[src/rtl/utx_pkg.sv]
// Shared types for the serial transmitter.
// Assumes nothing beyond standard SystemVerilog packages.
package utx_pkg;

    // Frame phase of the transmitter
    typedef enum logic [1:0] {
        UTX_IDLE  = 2'd0,
        UTX_START = 2'd1,
        UTX_DATA  = 2'd2,
        UTX_STOP  = 2'd3
    } utx_state_e;

endpackage

[src/rtl/utx_hold.sv]
// Single-entry holding register for one byte waiting to be framed.
// Assumes push and take are never both meaningful for the same byte:
// a byte that is framed on the edge it arrives is never pushed.
module utx_hold #(
    parameter int DATA_W = 8
) (
    input  logic              clk,
    input  logic              rst_n,
    input  logic              push,
    input  logic [DATA_W-1:0] push_data,
    input  logic              take,
    output logic              full,
    output logic [DATA_W-1:0] data_out
);

    // Store an accepted byte, release it when a frame loads it
    always_ff @(posedge clk) begin
        if (!rst_n) begin
            full     <= 1'b0;
            data_out <= '0;
        end else if (take) begin
            full     <= 1'b0;
        end else if (push) begin
            full     <= 1'b1;
            data_out <= push_data;
        end
    end

endmodule

[src/rtl/utx_shift.sv]
// Output shift register. It holds the start bit and the data bits.
// It refills with ones from the top, so once the data is gone the
// line is high for stop and idle time with no extra mux.
// Assumes load has priority over advance.
module utx_shift #(
    parameter int DATA_W = 8
) (
    input  logic              clk,
    input  logic              rst_n,
    input  logic              load,
    input  logic [DATA_W-1:0] load_data,
    input  logic              adv,
    output logic              line
);

    localparam int SH_W = DATA_W + 1;

    logic [SH_W-1:0] sh_q;

    // Load a new frame or move one bit toward the line
    always_ff @(posedge clk) begin
        if (!rst_n) begin
            sh_q <= '1;
        end else if (load) begin
            sh_q <= {load_data, 1'b0};
        end else if (adv) begin
            sh_q <= {1'b1, sh_q[SH_W-1:1]};
        end
    end

    assign line = sh_q[0];

endmodule

[src/rtl/utx_ctl.sv]
// Frame sequencer. It counts bit periods on baud ticks, runs the
// stop-bit countdown and decides when the next frame loads.
// Assumes baud_tick is a single-cycle pulse and that pending stays
// true until load is given.
module utx_ctl #(
    parameter int DATA_W = 8,
    parameter int STOP_W = 2
) (
    input  logic              clk,
    input  logic              rst_n,
    input  logic              tick,
    input  logic              pending,
    input  logic [STOP_W-1:0] stop_sel,
    output logic              load,
    output logic              adv,
    output logic              slot_open,
    output logic [STOP_W-1:0] stop_lat
);

    import utx_pkg::*;

    localparam int IDX_W = (DATA_W > 1) ? $clog2(DATA_W) : 1;
    localparam logic [IDX_W-1:0] LAST_IDX = IDX_W'(DATA_W - 1);

    utx_state_e        state_q;
    logic [IDX_W-1:0]  idx_q;
    logic [STOP_W-1:0] left_q;
    logic              last_stop;

    // Final stop bit is the moment a following frame may be taken
    always_comb begin
        last_stop = (state_q == UTX_STOP) && (left_q == '0);
        slot_open = (state_q == UTX_IDLE) || last_stop;
        load      = tick && pending && slot_open;
        adv       = tick && ((state_q == UTX_START) || (state_q == UTX_DATA));
    end

    // Phase sequencing on each baud tick
    always_ff @(posedge clk) begin
        if (!rst_n) begin
            state_q  <= UTX_IDLE;
            idx_q    <= '0;
            left_q   <= '0;
            stop_lat <= '0;
        end else if (tick) begin
            unique case (state_q)
                UTX_IDLE: begin
                    if (pending) begin
                        state_q  <= UTX_START;
                        stop_lat <= stop_sel;
                    end
                end
                UTX_START: begin
                    state_q <= UTX_DATA;
                    idx_q   <= '0;
                end
                UTX_DATA: begin
                    if (idx_q == LAST_IDX) begin
                        state_q <= UTX_STOP;
                        left_q  <= stop_lat;
                    end else begin
                        idx_q <= idx_q + 1'b1;
                    end
                end
                UTX_STOP: begin
                    if (left_q != '0) begin
                        left_q <= left_q - 1'b1;
                    end else if (pending) begin
                        state_q  <= UTX_START;
                        stop_lat <= stop_sel;
                    end else begin
                        state_q <= UTX_IDLE;
                    end
                end
                default: state_q <= UTX_IDLE;
            endcase
        end
    end

endmodule

[src/rtl/utx_serializer.sv]
// Top of the serial transmitter: handshake, holding register,
// sequencer and output shifter.
// Assumes baud_tick comes from a rate generator in the same clock
// domain. A byte offered on a tick edge while the slot is open goes
// straight into the shifter, so no bit period is lost.
module utx_serializer #(
    parameter int DATA_W = 8,
    parameter int STOP_W = 2
) (
    input  logic              clk,
    input  logic              rst_n,
    input  logic              baud_tick,
    input  logic [STOP_W-1:0] stop_sel,
    input  logic              in_valid,
    input  logic [DATA_W-1:0] in_data,
    output logic              in_ready,
    output logic              tx_line
);

    logic              hold_full;
    logic [DATA_W-1:0] hold_data;
    logic              accept;
    logic              pending;
    logic              load;
    logic              adv;
    logic              slot_open;
    logic [STOP_W-1:0] stop_lat;
    logic [DATA_W-1:0] frame_data;

    // Handshake and bypass selection
    always_comb begin
        in_ready   = slot_open && !hold_full;
        accept     = in_valid && in_ready;
        pending    = hold_full || accept;
        frame_data = hold_full ? hold_data : in_data;
    end

    utx_hold #(.DATA_W(DATA_W)) u_hold (
        .clk       (clk),
        .rst_n     (rst_n),
        .push      (accept && !load),
        .push_data (in_data),
        .take      (load),
        .full      (hold_full),
        .data_out  (hold_data)
    );

    utx_ctl #(.DATA_W(DATA_W), .STOP_W(STOP_W)) u_ctl (
        .clk       (clk),
        .rst_n     (rst_n),
        .tick      (baud_tick),
        .pending   (pending),
        .stop_sel  (stop_sel),
        .load      (load),
        .adv       (adv),
        .slot_open (slot_open),
        .stop_lat  (stop_lat)
    );

    utx_shift #(.DATA_W(DATA_W)) u_shift (
        .clk       (clk),
        .rst_n     (rst_n),
        .load      (load),
        .load_data (frame_data),
        .adv       (adv),
        .line      (tx_line)
    );

endmodule

[config.mk]
export PLATFORM = sky130hd
export DESIGN_NAME = utx_serializer
export DESIGN_NICKNAME = d
export VERILOG_FILES = /design/src/rtl/utx_pkg.sv /design/src/rtl/utx_hold.sv /design/src/rtl/utx_shift.sv /design/src/rtl/utx_ctl.sv /design/src/rtl/utx_serializer.sv
export SDC_FILE = /design/constraint.sdc
export NUM_CORES = 1
export LEC_CHECK = 0
export ABC_AREA = 1
export BUFFER_PORTS_ARGS = -buffer_cell sky130_fd_sc_hd__buf_2
export CAP_MARGIN = 0
export CELL_PAD_IN_SITES_DETAIL_PLACEMENT = 0
export CELL_PAD_IN_SITES_GLOBAL_PLACEMENT = 1
export CORE_MARGIN = 3
export CORE_UTILIZATION = 45
export CTS_CLUSTER_SIZE = 12
export DETAILED_ROUTE_END_ITERATION = 6
export PLACE_DENSITY = 0.83
export SLEW_MARGIN = 0
export SYNTH_ARGS = -nofsm -noshare
export SYNTH_HDL_FRONTEND = slang
export SYNTH_SLANG_ARGS = --single-unit
[constraint.sdc]
create_clock -name clk -period 3.2 [get_ports clk]
set_clock_uncertainty 0.2 [all_clocks]
set_input_delay 0.16 -clock clk [delete_from_list [all_inputs] [get_ports clk]]
set_output_delay 0.16 -clock clk [all_outputs]
set_load 0.005 [all_outputs]
==> impl_metrics.csv, run 1 <==
group,metric,value,unit
clock_network,cts_tree,"done",
worst_setup_path,worst-setup-path-type,"reg -> reg",
placed_design,hpwl,2050,um
timing,fin_tns_setup,0,ps
clock_network,clock_sinks,27,
worst_setup_path,slowest_stage,"dfxtp_1",
global_route,antenna_found_initial,0,
finish,filler_cell_count,298,
timing,period_share,0.611,
finish,stdcell_count,238,
min_path,holdCritPathClass,"in -> reg",
yosys,postSynthCellCount,184,
routing,totalWireLength,2760,um
global_route,grt_pass1_vias,1219,
yosys,yosysUniqueCellTypes,27,
pwr,cellLeakagePower,0.711,nW
finish,n_antenna_cell,0,
timing,worstMarginPinSlew,600,ps
routing,via_per_inst,5.12,
worst_setup_path,crit_path_cell_trace,"inv_1 > ha_1 > inv_1 > nand2_4 > o211ai_2 > inv_1 > nand2_1 > nand4_1",
yosys,yosys.area.top_type_share,0.385,
worst_setup_path,setup.worst_path.end_class,"flop",
pwr,p_per_area,507,nW/um^2
floorplan,die_y,61.8,um
clock_network,cts_hold_buf,11,
yosys,avgSynthCellArea,7.62,um^2
yosys,netlist_area,1400,um^2
yosys,syn-num-nets,206,
finish,syn_to_final_growth,13.4,%
floorplan,fp-row-count,19,
clock_network,cts_buffer_depth,2,
placed_design,place.gp.congestion,0.795,
yosys,synth_area_leaders,"dfxtp_1 (39%), nand2_1 (10%), o21ai_0 (8.2%)",
global_route,grt_overflow_total,0,
global_route,grt_use_total,0.176,
timing,grt_setup_unrepaired,"false",
timing,period_needed,1950,ps
worst_setup_path,required,3210,ps
floorplan,core,2850,um^2
routing,avgRoutedWirePerCell,11.6,um
timing,max_freq,512,MHz
floorplan,pin_count,16,
routing,via_count,1219,
worst_setup_path,cp.arrival,1960,ps
placed_design,place_inst,223,
floorplan,initial_core_util,0.492,
pwr,total_power,0.806,mW
timing,finalMaxSlewViolations,0,
finish,layout_common_cells,"nand2_1 (38), dfxtp_1 (27), o21ai_0 (23), inv_1 (22), buf_2 (15)",
routing,drc_errors,0,
clock_network,cts_resized,0,
timing,finalSetupViolCount,0,
clock_network,clockRootBuffer,"clkbuf_4",
clock_network,cts_max_level,1,
routing,drtPass1Iterations,4,
floorplan,die_x,61.8,um
finish,nets,230,
global_route,grt_pass1_wl,5060,um
global_route,grt_max_degree,26,
worst_setup_path,path_common_cell,"inv_1",
yosys,ys_seq_area_frac,0.385,
worst_setup_path,crit_fanout,12,
yosys,ys_ff_latch,27,
placed_design,port_buffers,15,
timing,hold_violations,0,
clock_network,clk_latency,330,ps
run_status,status,"complete, no violations",
yosys,yosys_warnings,0,
finish,drive_above_1_share,0.140,
flow_run,max_cap_violations,0,
floorplan,dieArea,3820,um^2
pwr,ir_drop,229,uV
clock_network,cts_inserted_buffers,3,
clock_network,path_clk_slew,150,ps
clock_network,cts_setup_buffers,0,
timing,slew_headroom,0.599,
finish,layout_commonest_cell,"nand2_1",
routing,drt_first_iter_violations,81,
worst_setup_path,crit_path_max_incr_delay,430,ps
worst_setup_path,cp-start-kind,"flop",
yosys,synth_area_leader_cell,"dfxtp_1",
finish,fin_util,0.557,
routing,ant_nets,0,
-- worst paths after layout --
kind | start | endpoint | slack, ps | depth (start not counted)
max | u_ctl.state_q[0]$_SDFFE_PN0P_ | u_shift.sh_q[3]$_SDFFE_PN1P_ | 1250 | 8
max reg2reg | u_ctl.state_q[0]$_SDFFE_PN0P_ | u_shift.sh_q[3]$_SDFFE_PN1P_ | 1250 | 8
min | baud_tick | u_hold.data_out[7]$_SDFFE_PN0P_ | 50 | 3
min reg2reg | u_shift.sh_q[0]$_SDFFE_PN1P_ | u_shift.sh_q[0]$_SDFFE_PN1P_ | 280 | 2
-- critical path: cells and delay by family (launching register included) --
kind / cells / cell delay, ps
DFF: 1 / 430
buffers and inverters: 3 / 480
and+or+nand+nor: 3 / 310
adders and majority gates: 1 / 200
AOI/OAI and AO/OA: 1 / 220
-- power breakdown --
| group | switching (mW) | internal, mW |
|---|---|---|
| Clock | 0.105 | 0.0478 |
| Sequential | 0.0362 | 0.386 |
| Combinational | 0.139 | 0.0917 |
-- registers in the layout (all words and copies together), names as in the netlist --
| register | cells |
|---|---|
| u_ctl.idx_q | 3 |
| u_hold.data_out | 8 |
| u_shift.sh_q | 9 |
| u_hold.full | 1 |
| u_ctl.stop_lat | 2 |
| u_ctl.left_q | 2 |
| u_ctl.state_q | 2 |
-- cell usage after synthesis --
cell,count
a21oi_1,12
a21oi_2,2
and3_1,1
buf_1,1
buf_12,1
buf_2,1
buf_6,3
clkbuf_1,1
dfxtp_1,27
ha_1,8
inv_1,22
inv_4,1
nand2_1,38
nand2_2,1
nand2_4,1
nand3_1,10
nand3_4,1
nand4_1,7
nor2_1,12
nor2_4,1
nor2_8,1
nor3_1,2
nor3_2,1
o211ai_1,1
o211ai_2,1
o21ai_0,23
o21ai_1,4
-- logic make-up (layout without fill, tap and decap cells) --
kind of cell    count (synthesis)  in the layout  share of synthesized area
buf+inv                        30             53                      0.111
fa+ha+maj                       8              8                     0.0714
compound gates                 43             43                      0.166
simple gates                   76             76                      0.267
flops                          27             27                      0.385
-- per-stage QoR --
| step | setup slack (ps) | cell area, um^2 | hold WS [ps] |
|---|---|---|---|
| 6_report | 1250 | 1590 | 48.3 |
| 2_1_floorplan | 1620 | 1400 | 94.9 |
| 4_1_cts | 1240 | 1590 | 52.9 |
| 3_5_place_dp | 1250 | 1450 | 205 |
| 5_1_grt | 1020 | 1590 | 79.9 |
| 3_3_place_gp | 1310 | 1450 | 184 |
-- per-layer routing --
| layer | vias up | global-route usage | share of wire |
|---|---|---|---|
| met1 | 546 | 0.206 | 0.45 |
| met4 | 0 | 0.0545 | 0.012 |
| li1 | 655 | - | - |
| met3 | 4 | 0.0248 | 0.021 |
| met2 | 14 | 0.327 | 0.52 |
| met5 | - | 0 | 0 |
-- layout make-up --
type                       count  area [um^2]  area share
clock inverter                 1         7.51     0.00472
clock buffer                   3         22.5      0.0142
timing repair buffer          26          185       0.116
multi-input combinational    127          707       0.445
sequential                    27          541       0.340
tap                           31         38.8      0.0244
inverter                      23         88.8      0.0559
Note: power is estimated with default switching activity, not from simulation.
==> run 2: changes to the inputs <==
Settings changed: CORE_UTILIZATION 45 to 42, PLACE_DENSITY 0.83 to 0.78.
Clock period 3.2 ns to 2 ns, I/O delays scaled along.
==> run 2 against run 1 <==
The flow now finishes with violations (negative hold slack). First-iteration DRC count increased by 58%. Total power up 60%. Largest cell class unchanged. Hold slack worse by 58 ps. Combinational power is 69% higher. Wire length fell by 1.3%. Fmax is 15% higher.
==> impl_metrics.csv, run 2 (same netlist as run 1, synthesis figures left out) <==
group,metric,value,unit
floorplan,die_y,63.8,um
routing,totalWireLength,2720,um
global_route,grt_use_total,0.148,
timing,hold_violations,1,
timing,max_freq,587,MHz
finish,fin_util,0.519,
timing,finalMaxSlewViolations,0,
clock_network,cts_buffer_depth,2,
finish,drive_above_1_share,0.167,
global_route,grt_pass1_vias,1237,
global_route,antenna_found_initial,0,
finish,layout_common_cells,"nand2_1 (38), dfxtp_1 (25), o21ai_0 (23), inv_1 (20), buf_2 (15)",
floorplan,pin_count,16,
routing,via_per_inst,4.79,
finish,layout_commonest_cell,"nand2_1",
clock_network,clock_sinks,27,
finish,syn_to_final_growth,15.8,%
pwr,total_power,1.29,mW
finish,largest_reg_flops,9,
placed_design,place.gp.congestion,0.847,
global_route,grt_pass1_wl,4960,um
placed_design,hpwl,2010,um
worst_setup_path,cp-start-kind,"flop",
placed_design,port_buffers,15,
floorplan,initial_core_util,0.448,
timing,grt_setup_unrepaired,"false",
timing,worst_slack,298,ps
run_status,status,"finished, violations left",
timing,whs,-9.33,ps
finish,filler_cell_count,328,
placed_design,dpl_worst_slack,245,ps
finish,nets,232,
clock_network,clk_latency,320,ps
timing,finalSetupViolCount,0,
timing,period_needed,1700,ps
clock_network,cts_setup_buffers,0,
routing,ant_nets,0,
routing,via_count,1213,
worst_setup_path,crit_fanout,8,
finish,n_antenna_cell,0,
worst_setup_path,required,2020,ps
clock_network,cts_max_level,1,
global_route,grt_max_degree,26,
pwr,cellLeakagePower,0.726,nW
clock_network,cts_inserted_buffers,3,
flow_run,max_cap_violations,0,
floorplan,fp-row-count,20,
floorplan,core,3130,um^2
pwr,p_per_area,792,nW/um^2
clock_network,clockRootBuffer,"clkbuf_4",
worst_setup_path,setup.worst_path.end_class,"flop",
clock_network,path_clk_slew,150,ps
min_path,holdCritPathClass,"in -> reg",
timing,period_share,0.851,
global_route,grt_overflow_total,0,
pwr,ir_drop,264,uV
routing,drt_first_iter_violations,128,
floorplan,die_x,63.8,um
routing,drtPass1Iterations,4,
routing,drc_errors,0,
worst_setup_path,worst-setup-path-type,"reg -> reg",
routing,avgRoutedWirePerCell,10.8,um
finish,top_regs,"u_shift.sh_q x9, u_hold.data_out x8, u_ctl.idx_q x3",
clock_network,cts_tree,"done",
floorplan,dieArea,4070,um^2
timing,fin_tns_setup,0,ps
timing,worstMarginPinSlew,407,ps
run_status,violations,"negative hold slack",
timing,slew_headroom,0.729,
worst_setup_path,cp.arrival,1720,ps
finish,regMostFlops,"u_shift.sh_q",
==> run 2: cell types whose count changed in the layout (fill, tap and decap cells not counted), sizes merged <==
cell and change:
clkinv +1, buf +2, clkinvlp -1
==> run 2: through the flow <==
step	area [um^2]	instances
6_report	1620	253
5_1_grt	1620	253
4_1_cts	1630	254
3_5_place_dp	1480	238
3_3_place_gp	1480	238
2_1_floorplan	1400	184
==> run 2: final timing paths <==
path	start	depth (start not counted)	slack [ps]	end
setup reg to reg	u_ctl.state_q[1]$_SDFFE_PN0P_	8	300	u_shift.sh_q[8]$_SDFFE_PN1P_
hold reg to reg	u_shift.sh_q[0]$_SDFFE_PN1P_	2	270	u_shift.sh_q[0]$_SDFFE_PN1P_
setup / recovery	u_ctl.state_q[1]$_SDFFE_PN0P_	8	300	u_shift.sh_q[8]$_SDFFE_PN1P_
hold / removal	baud_tick	3	-9	u_hold.data_out[7]$_SDFFE_PN0P_
==> run 2: layout make-up <==
class / count / area (um^2) / share of cell area
Tap cell: 44 / 55.1 / 0.0339
Multi-Input combinational cell: 127 / 707 / 0.435
Timing Repair Buffer: 28 / 200 / 0.123
Clock buffer: 3 / 22.5 / 0.0139
Sequential cell: 27 / 546 / 0.336
Clock inverter: 1 / 5.00 / 0.00308
Inverter: 23 / 88.8 / 0.0547
==> run 2: power breakdown <==
group / leakage (nW) / switching (mW) / total (mW) / internal [mW]
combinational: 0.485 / 0.236 / 0.391 / 0.155
sequential: 0.223 / 0.0440 / 0.664 / 0.620
clock: 0.0177 / 0.157 / 0.232 / 0.0748
==> run 2: repair_timing <==
| item | in CTS | in global routing |
|---|---|---|
| hold buffers | 12 | 0 |
| setup endpoints to repair | 0 | 1 |
| gates resized for setup | 0 | 5 |
| hold endpoints to repair | 19 | 0 |
==> run 2: critical path: stages, from the launching register on <==
cell	delay, ps
dfxtp_2	390
ha_1	210
nand2_2	100
nand2_4	90
o211ai_2	140
inv_1	210
o21ai_0	120
o21ai_0	90
nand2_1	60
==> run 2: per-layer routing <==
| layer | routed length, um | GRT usage | vias to the layer above |
|---|---|---|---|
| li1 | - | - | 656 |
| met1 | 1250 | 0.171 | 547 |
| met2 | 1400 | 0.280 | 8 |
| met3 | 59 | 0.0246 | 2 |
| met4 | 14 | 0.0323 | 0 |
| met5 | 0 | 0 | - |
==> run 3: changes to the inputs <==
Settings changed: CORE_UTILIZATION 42 to 41, SYNTH_HIERARCHICAL from default to 1.
==> run 3 against run 2 <==
The flow now finishes without violations. Global-route usage rose by 0.93 points. Synthesized area rose by 13%. Register-to-register slack got worse by 180 ps. Sequential cell count did not move. Non-clock buffer count rose by 16. Wire length rose by 19%. Fmax fell by 9.4%. Core utilization rose by 4.5 points. Count of clock-buffer cells in the layout did not move. Final area rose by 22%. Critical path depth rose by 5. Clock power rose by 40%. Critical endpoint is now u_hold/data_out[7]$_SDFFE_PN0P_.
==> impl_metrics.csv, run 3 <==
group,metric,value,unit
yosys,synth_area_leaders,"dfxtp_1 (34%), nand2_1 (18%), nand3_1 (7.9%)",
worst_setup_path,cp-startpoint,"u_ctl/state_q[0]$_SDFFE_PN0P_",
timing,finalSetupViolCount,0,
yosys,ys.flop_type,"dfxtp_1",
worst_setup_path,reg2reg_slack,120,ps
finish,top_regs,"u_shift/sh_q x9, u_hold/data_out x8, u_ctl/idx_q x3",
routing,ant_nets,0,
global_route,grt_pass1_vias,1327,
worst_setup_path,setup.worst_path.end_class,"flop",
yosys,syn-num-nets,262,
floorplan,initial_core_util,0.448,
yosys,synth_common_cells,"nand2_1 (75), nor2_1 (32), inv_1 (31), dfxtp_1 (27), nand3_1 (25)",
yosys,ys_seq_area_frac,0.342,
placed_design,dpl_worst_slack,-31.1,ps
floorplan,pin_count,16,
routing,drt_first_iter_violations,66,
clock_network,cts_buffer_depth,2,
floorplan,dieArea,4630,um^2
yosys,avgSynthCellArea,6.61,um^2
routing,avgRoutedWirePerCell,9.93,um
yosys,synth_area_leader_cell,"dfxtp_1",
placed_design,port_buffers,15,
finish,multi_input_area,866,um^2
finish,largest_reg_flops,9,
worst_setup_path,worst-setup-path-type,"reg -> reg",
floorplan,fp-row-count,21,
clock_network,clockRootBuffer,"clkbuf_8",
timing,whs,132,ps
clock_network,clk_latency,280,ps
yosys,yosys_warnings,6,
yosys,yosys.area.top_type_share,0.342,
timing,grt_setup_unrepaired,"false",
clock_network,clock_sinks,27,
worst_setup_path,crit_fanout,9,
finish,regMostFlops,"u_shift/sh_q",
yosys,ys_ff_latch,27,
worst_setup_path,cp-endpoint,"u_hold/data_out[7]$_SDFFE_PN0P_",
finish,n_antenna_cell,0,
routing,drtPass1Iterations,4,
finish,filler_cell_count,368,
yosys,yosysMostFrequentCell,"nand2_1",
worst_setup_path,cp.arrival,1900,ps
yosys,synthArstFlopShare,0,
worst_setup_path,required,2020,ps
timing,fin_tns_setup,0,ps
timing,finalMaxSlewViolations,0,
worst_setup_path,r2r_cells,13,
yosys,yosysUniqueCellTypes,21,
worst_setup_path,r2r-end,"u_hold/data_out[7]$_SDFFE_PN0P_",
routing,via_per_inst,4.53,
clock_network,cts_tree,"done",
min_path,holdCritPathClass,"in -> reg",
finish,nets,305,
finish,layout_common_cells,"nand2_1 (72), nor2_1 (32), inv_1 (29), nand3_1 (25), dfxtp_1 (25)",
timing,slew_headroom,0.788,
timing,worst_slack,121,ps
routing,totalWireLength,3250,um
worst_setup_path,regToRegStartpoint,"u_ctl/state_q[0]$_SDFFE_PN0P_",
clock_network,cts_max_level,1,
finish,drive_above_1_share,0.214,
pwr,ir_drop,823,uV
global_route,antenna_found_initial,0,
min_path,hp-start,"in_valid",
finish,syn_to_final_growth,25.8,%
global_route,grt_use_total,0.157,
finish,regArea,546,um^2
yosys,netlist_area,1580,um^2
timing,max_freq,532,MHz
finish,layout_commonest_cell,"nand2_1",
finish,stdcell_count,327,
yosys,postSynthCellCount,239,
global_route,grt_max_degree,17,
timing,period_needed,1880,ps
routing,drc_errors,0,
global_route,grt_overflow_total,0,
floorplan,die_x,68.1,um
clock_network,path_clk_slew,100,ps
flow_run,max_cap_violations,0,
worst_setup_path,cp-start-kind,"flop",
routing,via_count,1480,
yosys,synth-edff-count,0,
global_route,grt_pass1_wl,5600,um
timing,hold_violations,0,
run_status,status,"complete, no violations",
placed_design,hpwl,2400,um
finish,fin_util,0.564,
placed_design,place_inst,309,
placed_design,place.gp.congestion,0.763,
floorplan,core,3520,um^2
pwr,cellLeakagePower,1.03,nW
pwr,p_per_area,1390,nW/um^2
timing,worstMarginPinSlew,318,ps
timing,period_share,0.939,
floorplan,die_y,68.1,um
clock_network,cts_inserted_buffers,3,
## run 3: cell types whose count changed after synthesis, moves of 2 or more
cell	before	now
a21oi_2	2	0
buf_6	3	5
inv_1	22	31
inv_2	0	3
nand2_1	38	75
nand2_2	1	3
nand3_1	10	25
nand4_1	7	1
nor2_1	12	32
o21ai_0	23	7
o21ai_1	4	0
## run 3: cells by family after synthesis
family | count (synthesis) | share of synthesized area
and+or+nand+nor | 142 | 0.394
buffers and inverters | 41 | 0.127
DFF | 27 | 0.342
AOI/OAI and AO/OA | 20 | 0.0658
adders and majority gates | 9 | 0.0713
## run 3: timing repair
action	4_1_cts	5_1_grt
buffers inserted	0	2
hold buffers	12	0
endpoints found under the setup margin	8	18
gates resized for setup	3	9
endpoints found under the hold margin	24	0
## run 3: power by group
group / switching (mW) / internal (mW) / total, mW
combinational: 0.916 / 0.671 / 1.59
sequential: 0.114 / 0.743 / 0.858
clock: 0.182 / 0.142 / 0.324
total: 1.21 / 1.56 / 2.77
## run 3: layout make-up
class	count	share of cell area
Inverter	35	0.0712
Multi-Input combinational cell	171	0.436
Clock inverter	1	0.00378
Sequential cell	27	0.275
Clock buffer	3	0.0208
Timing Repair Buffer	44	0.164
Tap cell	46	0.0290
## run 3: worst min path at each step
stage | endpoint | cells after the start
2_1_floorplan | u_shift/sh_q[8]$_SDFFE_PN1P_ | 1
3_3_place_gp | u_ctl/stop_lat[1]$_SDFFE_PN0P_ | 3
3_5_place_dp | u_ctl/stop_lat[0]$_SDFFE_PN0P_ | 3
4_1_cts | u_hold/data_out[1]$_SDFFE_PN0P_ | 7
5_1_grt | u_hold/data_out[3]$_SDFFE_PN0P_ | 7
6_report | u_hold/data_out[3]$_SDFFE_PN0P_ | 7
## run 3: layer usage
metal,vias to the layer above,track usage,share of wire
li1,821,-,-
met1,626,0.200,0.47
met2,31,0.270,0.47
met3,2,0.0345,0.050
met4,0,0.0372,0.0059
met5,-,0,0
## run 3: through the flow
| stage | power, mW | instance area [um^2] |
|---|---|---|
| 6_report | 2.77 | 1990 |
| 5_1_grt | 3.08 | 1990 |
| 4_1_cts | 2.74 | 1950 |
| 3_5_place_dp | 2.38 | 1780 |
| 3_3_place_gp | 2.38 | 1780 |
| 2_1_floorplan | 1.99 | 1590 |
## run 3: critical path, cell delays in order, from the launching register on
cell and delay [ps]:
dfxtp_4 370, inv_1 80, ha_2 180, inv_2 40
nand2_2 80, nand3_4 80, nand2_2 80, nand2_2 70
a21oi_4 180, nor2_2 80, buf_4 170, nand3_1 80
nand2_1 50, nor2_1 70
